### config.mk
export PLATFORM = sky130hd
export DESIGN_NAME = pic8_ctrl
export DESIGN_NICKNAME = d
export VERILOG_FILES = /design/src/rtl/pic8_pkg.sv /design/src/rtl/pic8_find.sv /design/src/rtl/pic8_req.sv /design/src/rtl/pic8_cfg.sv /design/src/rtl/pic8_ctrl.sv
export SDC_FILE = /design/constraint.sdc
export NUM_CORES = 1
export LEC_CHECK = 0
export CAP_MARGIN = 20
export CORE_MARGIN = 1.5
export CORE_UTILIZATION = 50
export CTS_BUF_LIST = sky130_fd_sc_hd__clkbuf_2
export DETAILED_ROUTE_END_ITERATION = 8
export PLACE_DENSITY = 0.72
export SYNTH_ARGS = -nofsm -noshare
export SYNTH_HDL_FRONTEND = slang
export SYNTH_SLANG_ARGS = --single-unit
export TNS_END_PERCENT = 1
### constraint.sdc
create_clock -name clk_i -period 2.7 [get_ports clk_i]
set_input_delay 0.675 -clock clk_i [delete_from_list [all_inputs] [get_ports clk_i]]
set_output_delay 0.675 -clock clk_i [all_outputs]
set_load 0.02 [all_outputs]
### src/rtl/pic8_pkg.sv
package pic8_pkg;
  localparam int DATA_W = 8;
  localparam int NUM_IRQ = 8;
  localparam int LVL_W = $clog2(NUM_IRQ);
  localparam int BASE_W = DATA_W - LVL_W;

  typedef enum logic [2:0] {
    ST_UNINIT,
    ST_BASE,
    ST_CASC,
    ST_MODE,
    ST_READY
  } cfg_state_e;
endpackage

### src/rtl/pic8_find.sv
module pic8_find
  import pic8_pkg::*;
(
  input  logic [NUM_IRQ-1:0] vec_i,
  output logic               any_o,
  output logic [LVL_W-1:0]   lvl_o
);
  // lowest index wins
  always_comb begin
    lvl_o = '0;
    for (int i = NUM_IRQ - 1; i >= 0; i--) begin
      if (vec_i[i]) lvl_o = LVL_W'(i);
    end
  end
  assign any_o = |vec_i;
endmodule

### src/rtl/pic8_req.sv
module pic8_req
  import pic8_pkg::*;
(
  input  logic               clk_i,
  input  logic               rst_ni,
  input  logic [NUM_IRQ-1:0] irq_i,
  input  logic [NUM_IRQ-1:0] ack_clr_i,
  output logic [NUM_IRQ-1:0] irr_o
);
  logic [NUM_IRQ-1:0] prev_q;

  always_ff @(posedge clk_i or negedge rst_ni) begin
    if (!rst_ni) begin
      prev_q <= '0;
      irr_o  <= '0;
    end else begin
      prev_q <= irq_i;
      irr_o  <= (irr_o | (irq_i & ~prev_q)) & irq_i & ~ack_clr_i;
    end
  end
endmodule

### src/rtl/pic8_cfg.sv
module pic8_cfg
  import pic8_pkg::*;
(
  input  logic              clk_i,
  input  logic              rst_ni,
  input  logic              wr_i,
  input  logic              addr_i,
  input  logic [DATA_W-1:0] wdata_i,
  output logic              ready_o,
  output logic              init_start_o,
  output logic [BASE_W-1:0] base_o,
  output logic [DATA_W-1:0] casc_o,
  output logic              aeoi_o,
  output logic [DATA_W-1:0] mask_o,
  output logic              sel_isr_o,
  output logic              eoi_o,
  output logic [LVL_W-1:0]  eoi_lvl_o
);
  cfg_state_e state_q;
  logic       need_mode_q;
  logic       cmd_wr, data_wr, op_wr;

  assign cmd_wr       = wr_i & ~addr_i;
  assign data_wr      = wr_i & addr_i;
  assign init_start_o = cmd_wr & wdata_i[4];
  assign op_wr        = cmd_wr & ~wdata_i[4];
  assign eoi_o        = op_wr & ~wdata_i[3] & (wdata_i[7:5] == 3'b011);
  assign eoi_lvl_o    = wdata_i[LVL_W-1:0];
  assign ready_o      = (state_q == ST_READY);

  always_ff @(posedge clk_i or negedge rst_ni) begin
    if (!rst_ni) begin
      state_q     <= ST_UNINIT;
      need_mode_q <= 1'b0;
      base_o      <= '0;
      casc_o      <= '0;
      aeoi_o      <= 1'b0;
      mask_o      <= '1;
      sel_isr_o   <= 1'b0;
    end else begin
      if (init_start_o) begin
        state_q     <= ST_BASE;
        need_mode_q <= wdata_i[0];
        aeoi_o      <= 1'b0;
      end else if (data_wr) begin
        unique case (state_q)
          ST_BASE: begin
            base_o  <= wdata_i[DATA_W-1:LVL_W];
            state_q <= ST_CASC;
          end
          ST_CASC: begin
            casc_o  <= wdata_i;
            state_q <= need_mode_q ? ST_MODE : ST_READY;
          end
          ST_MODE: begin
            aeoi_o  <= wdata_i[1];
            state_q <= ST_READY;
          end
          ST_READY: mask_o <= wdata_i;
          default: ;
        endcase
      end
      if (op_wr && wdata_i[3] && wdata_i[1]) sel_isr_o <= wdata_i[0];
    end
  end
endmodule

### src/rtl/pic8_ctrl.sv
module pic8_ctrl
  import pic8_pkg::*;
(
  input  logic              clk_i,
  input  logic              rst_ni,
  input  logic              wr_i,
  input  logic              addr_i,
  input  logic [DATA_W-1:0] wdata_i,
  output logic [DATA_W-1:0] rdata_o,
  input  logic [NUM_IRQ-1:0] irq_i,
  input  logic              inta_i,
  output logic              int_o,
  output logic [DATA_W-1:0] vector_o,
  output logic [DATA_W-1:0] casc_o
);
  logic               ready, init_start, aeoi, sel_isr, eoi;
  logic [BASE_W-1:0]  base;
  logic [DATA_W-1:0]  mask;
  logic [LVL_W-1:0]   eoi_lvl, p_lvl, s_lvl;
  logic [NUM_IRQ-1:0] irr, isr, pend, ack_clr;
  logic               p_any, s_any, ack;

  pic8_cfg u_cfg (
    .clk_i, .rst_ni, .wr_i, .addr_i, .wdata_i,
    .ready_o(ready), .init_start_o(init_start), .base_o(base),
    .casc_o(casc_o), .aeoi_o(aeoi), .mask_o(mask),
    .sel_isr_o(sel_isr), .eoi_o(eoi), .eoi_lvl_o(eoi_lvl)
  );

  pic8_req u_req (
    .clk_i, .rst_ni, .irq_i, .ack_clr_i(ack_clr), .irr_o(irr)
  );

  assign pend = irr & ~mask;

  pic8_find u_pend_find (.vec_i(pend), .any_o(p_any), .lvl_o(p_lvl));
  pic8_find u_isr_find  (.vec_i(isr),  .any_o(s_any), .lvl_o(s_lvl));

  assign ack     = inta_i & ready;
  assign ack_clr = (ack && p_any) ? (NUM_IRQ'(1) << p_lvl) : '0;
  assign int_o   = ready & p_any & (~s_any | (p_lvl < s_lvl));
  assign rdata_o = addr_i ? mask : (sel_isr ? isr : irr);

  always_ff @(posedge clk_i or negedge rst_ni) begin
    if (!rst_ni) begin
      isr      <= '0;
      vector_o <= '0;
    end else begin
      if (init_start) begin
        isr <= '0;
      end else begin
        logic [NUM_IRQ-1:0] nxt;
        nxt = isr;
        if (eoi) nxt[eoi_lvl] = 1'b0;
        if (ack && p_any && !aeoi) nxt[p_lvl] = 1'b1;
        isr <= nxt;
      end
      if (ack) vector_o <= {base, p_any ? p_lvl : LVL_W'(NUM_IRQ - 1)};
    end
  end
endmodule

==> results.py <==
metrics = {
    "status": {
        "outcome": "finished with violations",
        "violations": "negative setup slack",
    },
    "power_and_ir_drop": {
        "ir_drop_mv": 0.550,
        "total_power_mw": 3.10,
        "p_per_area_mw_per_mm2": 819,
        "power_leakage_nw": 1.75,
    },
    "cells_and_area": {
        "area_growth_pct": 34.1,
        "final_core_util_pct": 69.1,
        "nets": 385,
        "finalNonFillerCells": 439,
        "drive_gt1_share_pct": 30.0,
        "antennaDiodeCount": 0,
    },
    "die": {
        "num_rows": 27,
        "num_io_pins": 46,
        "die-area_mm2": 0.00610,
        "die_x_um": 78.1,
        "core_area_mm2": 0.00547,
        "die_h_um": 78.1,
        "start_util_pct": 51.5,
    },
    "timing": {
        "tns_ps": -297,
        "rsz0062_at_grt": "yes",
        "slew_headroom_pct": 55.8,
        "period_minus_slack_ps": 3000,
        "tightest_slew_ps": 654,
        "setup_ws_ps": -297,
        "finalCritPeriodShare_pct": 111,
        "fmax_ghz": 0.334,
        "finalHoldViolCount": 0,
        "setup_viol": 1,
        "clock_skew_ps": 7.00,
        "finalMaxSlewViolations": 0,
    },
    "yosys": {
        "synthesis.area_mm2": 0.00282,
        "ys_ff_latch": 59,
        "yosysSeqAreaShare_pct": 52.7,
        "yosys_warnings": 0,
        "synthTopCellsByCount": "51 x dfrtp_1, 40 x nand2_1, 26 x o21ai_0",
        "synth_cell_types": 45,
        "yosysMostFrequentCell": "dfrtp_1",
        "syn_nets": 290,
        "netlist_instances": 268,
        "synth_top_area_share_pct": 45.3,
        "synth_top_area_cell": "dfrtp_1",
        "yosys_most_used_dff": "dfrtp_1",
        "synth_edf_count": 0,
        "yosys-top-cells-area": "dfrtp_1 45%, mux2_2 8.4%, dfstp_2 7.5%, nand2_1 5.3%, o21ai_0 4.6%",
        "syn_area_per_cell_um2": 10.5,
        "async_flop_share_pct": 100,
    },
    "critical_path": {
        "slowest_stage": "nor4_1",
        "reg2reg_to": "isr[4]",
        "timing.rr.start": "u_cfg.mask_o[7]",
        "required_ps": 2030,
        "critPathMaxFanout": 2,
        "cpPeakStageDelay_ps": 460,
        "rr_worst_depth": 6,
        "crit_chain": "nor4_1 -> o41ai_1 -> ha_4 -> nand2_1 -> o21ai_1 -> a21oi_1 -> buf_4",
        "path_class": "reg -> out",
        "regToRegSetupSlack_ps": 450,
        "end_kind": "output pin",
        "startpoint_type": "flop",
        "crit_arrival_ps": 2320,
    },
    "drt": {
        "dr.pass1.iters": 5,
        "top_layer": "met4",
        "drt-total-wl_um": 7470,
        "drt_iter0_drc": 180,
        "wl_per_cell_um": 17.0,
        "drt-vias-per-instance": 5.49,
        "antenna_left": 0,
        "drc": 0,
        "met1_length_um": 3440,
        "num_vias": 2412,
        "route.met3.wl_um": 373,
        "met2_length_um": 3520,
    },
    "cts": {
        "cts_inserted_buffers": 9,
        "insertion_delay_ps": 490,
        "htreeDepth": 3,
        "clk_pin_slew_ps": 140,
        "clock_path_buffers": 2,
        "cts_sinks": 59,
        "root_buffer": "clkbuf_2",
        "cts_setup_buffers": 0,
        "cts_tree": "yes",
    },
    "global_route": {
        "grt_pass1_wl_um": 12100,
        "grt_overflow": 0,
        "grt_start_max_net_pins": 60,
        "gr-usage-all-layers_pct": 26.9,
        "grt_pass1_vias": 2353,
        "antenna_found_initial": 0,
    },
    "hold_path": {
        "min_path_type": "in -> async",
    },
    "placed_design": {
        "place_inst": 424,
        "numPortBuffers": 45,
        "gp_congestion": 0.932,
        "hpwlAfterDp_um": 5520,
    },
    "job": {
        "maxCapViolCount": 0,
    },
}
-- final cells by class --
type,instances,area (um2)
repair buffers,90,796
clock inverters,6,23.8
inverters,16,60.1
multi-input cells,187,1280
clock buffers,9,45.0
flip-flops and latches,59,1490
fillers,463,1690
well taps,72,90.1
-- critical path, delay by kind of cell (launching register included) --
kind	cells	cell delay, ps
flops	1	410
simple gates	2	510
buf+inv	1	160
fa+ha+maj	1	340
compound gates	3	450
-- logic make-up after synthesis --
group / share of synthesized area [%]
AOI/OAI and AO/OA: 13.8
adders and majority gates: 0.444
buffers and inverters: 3.19
DFF: 52.7
muxes: 11.2
and+or+nand+nor: 18.6
-- flip-flops by register name, indices dropped and copies added, names as in the netlist --
name / cells
isr: 8
u_cfg.aeoi_o: 1
u_cfg.base_o: 5
u_cfg.casc_o: 8
u_cfg.mask_o: 8
u_cfg.need_mode_q: 1
u_cfg.sel_isr_o: 1
u_cfg.state_q: 3
u_req.irr_o: 8
u_req.prev_q: 8
vector_o: 8
-- routing by layer --
layer / up-vias / GRT usage (%)
li1: 1146 / -
met3: 12 / 7.44
met5: - / 0
met4: 0 / 8.93
met1: 1184 / 37.4
met2: 70 / 40.8
-- how the worst max path moves through the flow --
stage                 end  cells after the start             from
CTS                 int_o                      8  u_cfg.mask_o[5]
floorplan           int_o                      7  u_cfg.mask_o[4]
finish              int_o                      7           isr[3]
global route        int_o                      7           isr[3]
detailed placement  int_o                      8  u_cfg.mask_o[4]
global placement    int_o                      8  u_cfg.mask_o[4]
-- what timing repair did --
| action | 4_1_cts | 5_1_grt |
|---|---|---|
| gates resized for setup | 16 | 4 |
| setup endpoints to repair | 9 | 1 |
| hold buffers | 0 | 0 |
| pin swaps | 3 | 2 |
-- stage by stage --
| step | hold slack, ps | area (um2) | worst slack (ps) |
|---|---|---|---|
| 2_1_floorplan | 379 | 2820 | 48.4 |
| 3_3_place_gp | 455 | 3690 | -281 |
| 3_5_place_dp | 459 | 3690 | -300 |
| 4_1_cts | 161 | 3760 | -367 |
| 5_1_grt | 138 | 3780 | -425 |
| 6_report | 174 | 3780 | -297 |
-- layout by cell type (no fill, tap or decap), types with 2 or more instances in the layout --
master and n:
clkdlybuf4s50_1 35, or2b_2 4, dfstp_2 8, buf_4 44, buf_12 2, nand2_1 40
o211ai_1 2, inv_1 16, mux2_2 21, clkinv_1 5, and2b_2 4, o311ai_0 4
o221ai_1 2, a32o_1 4, nand3_1 6, dfrtp_1 50, mux2i_1 8, o21ai_0 25
nor2_1 16, o31ai_2 3, nor4_1 3, nor2b_1 3, a21oi_1 16, dlygate4sd2_1 8
and2_1 2, clkbuf_2 9
-- report_power, final --
part | internal, mW | switching [mW]
clock | 0.0998 | 0.305
sequential | 1.17 | 0.146
combinational | 0.710 | 0.668
total | 1.98 | 1.12
(Power assumes the default switching activity.)
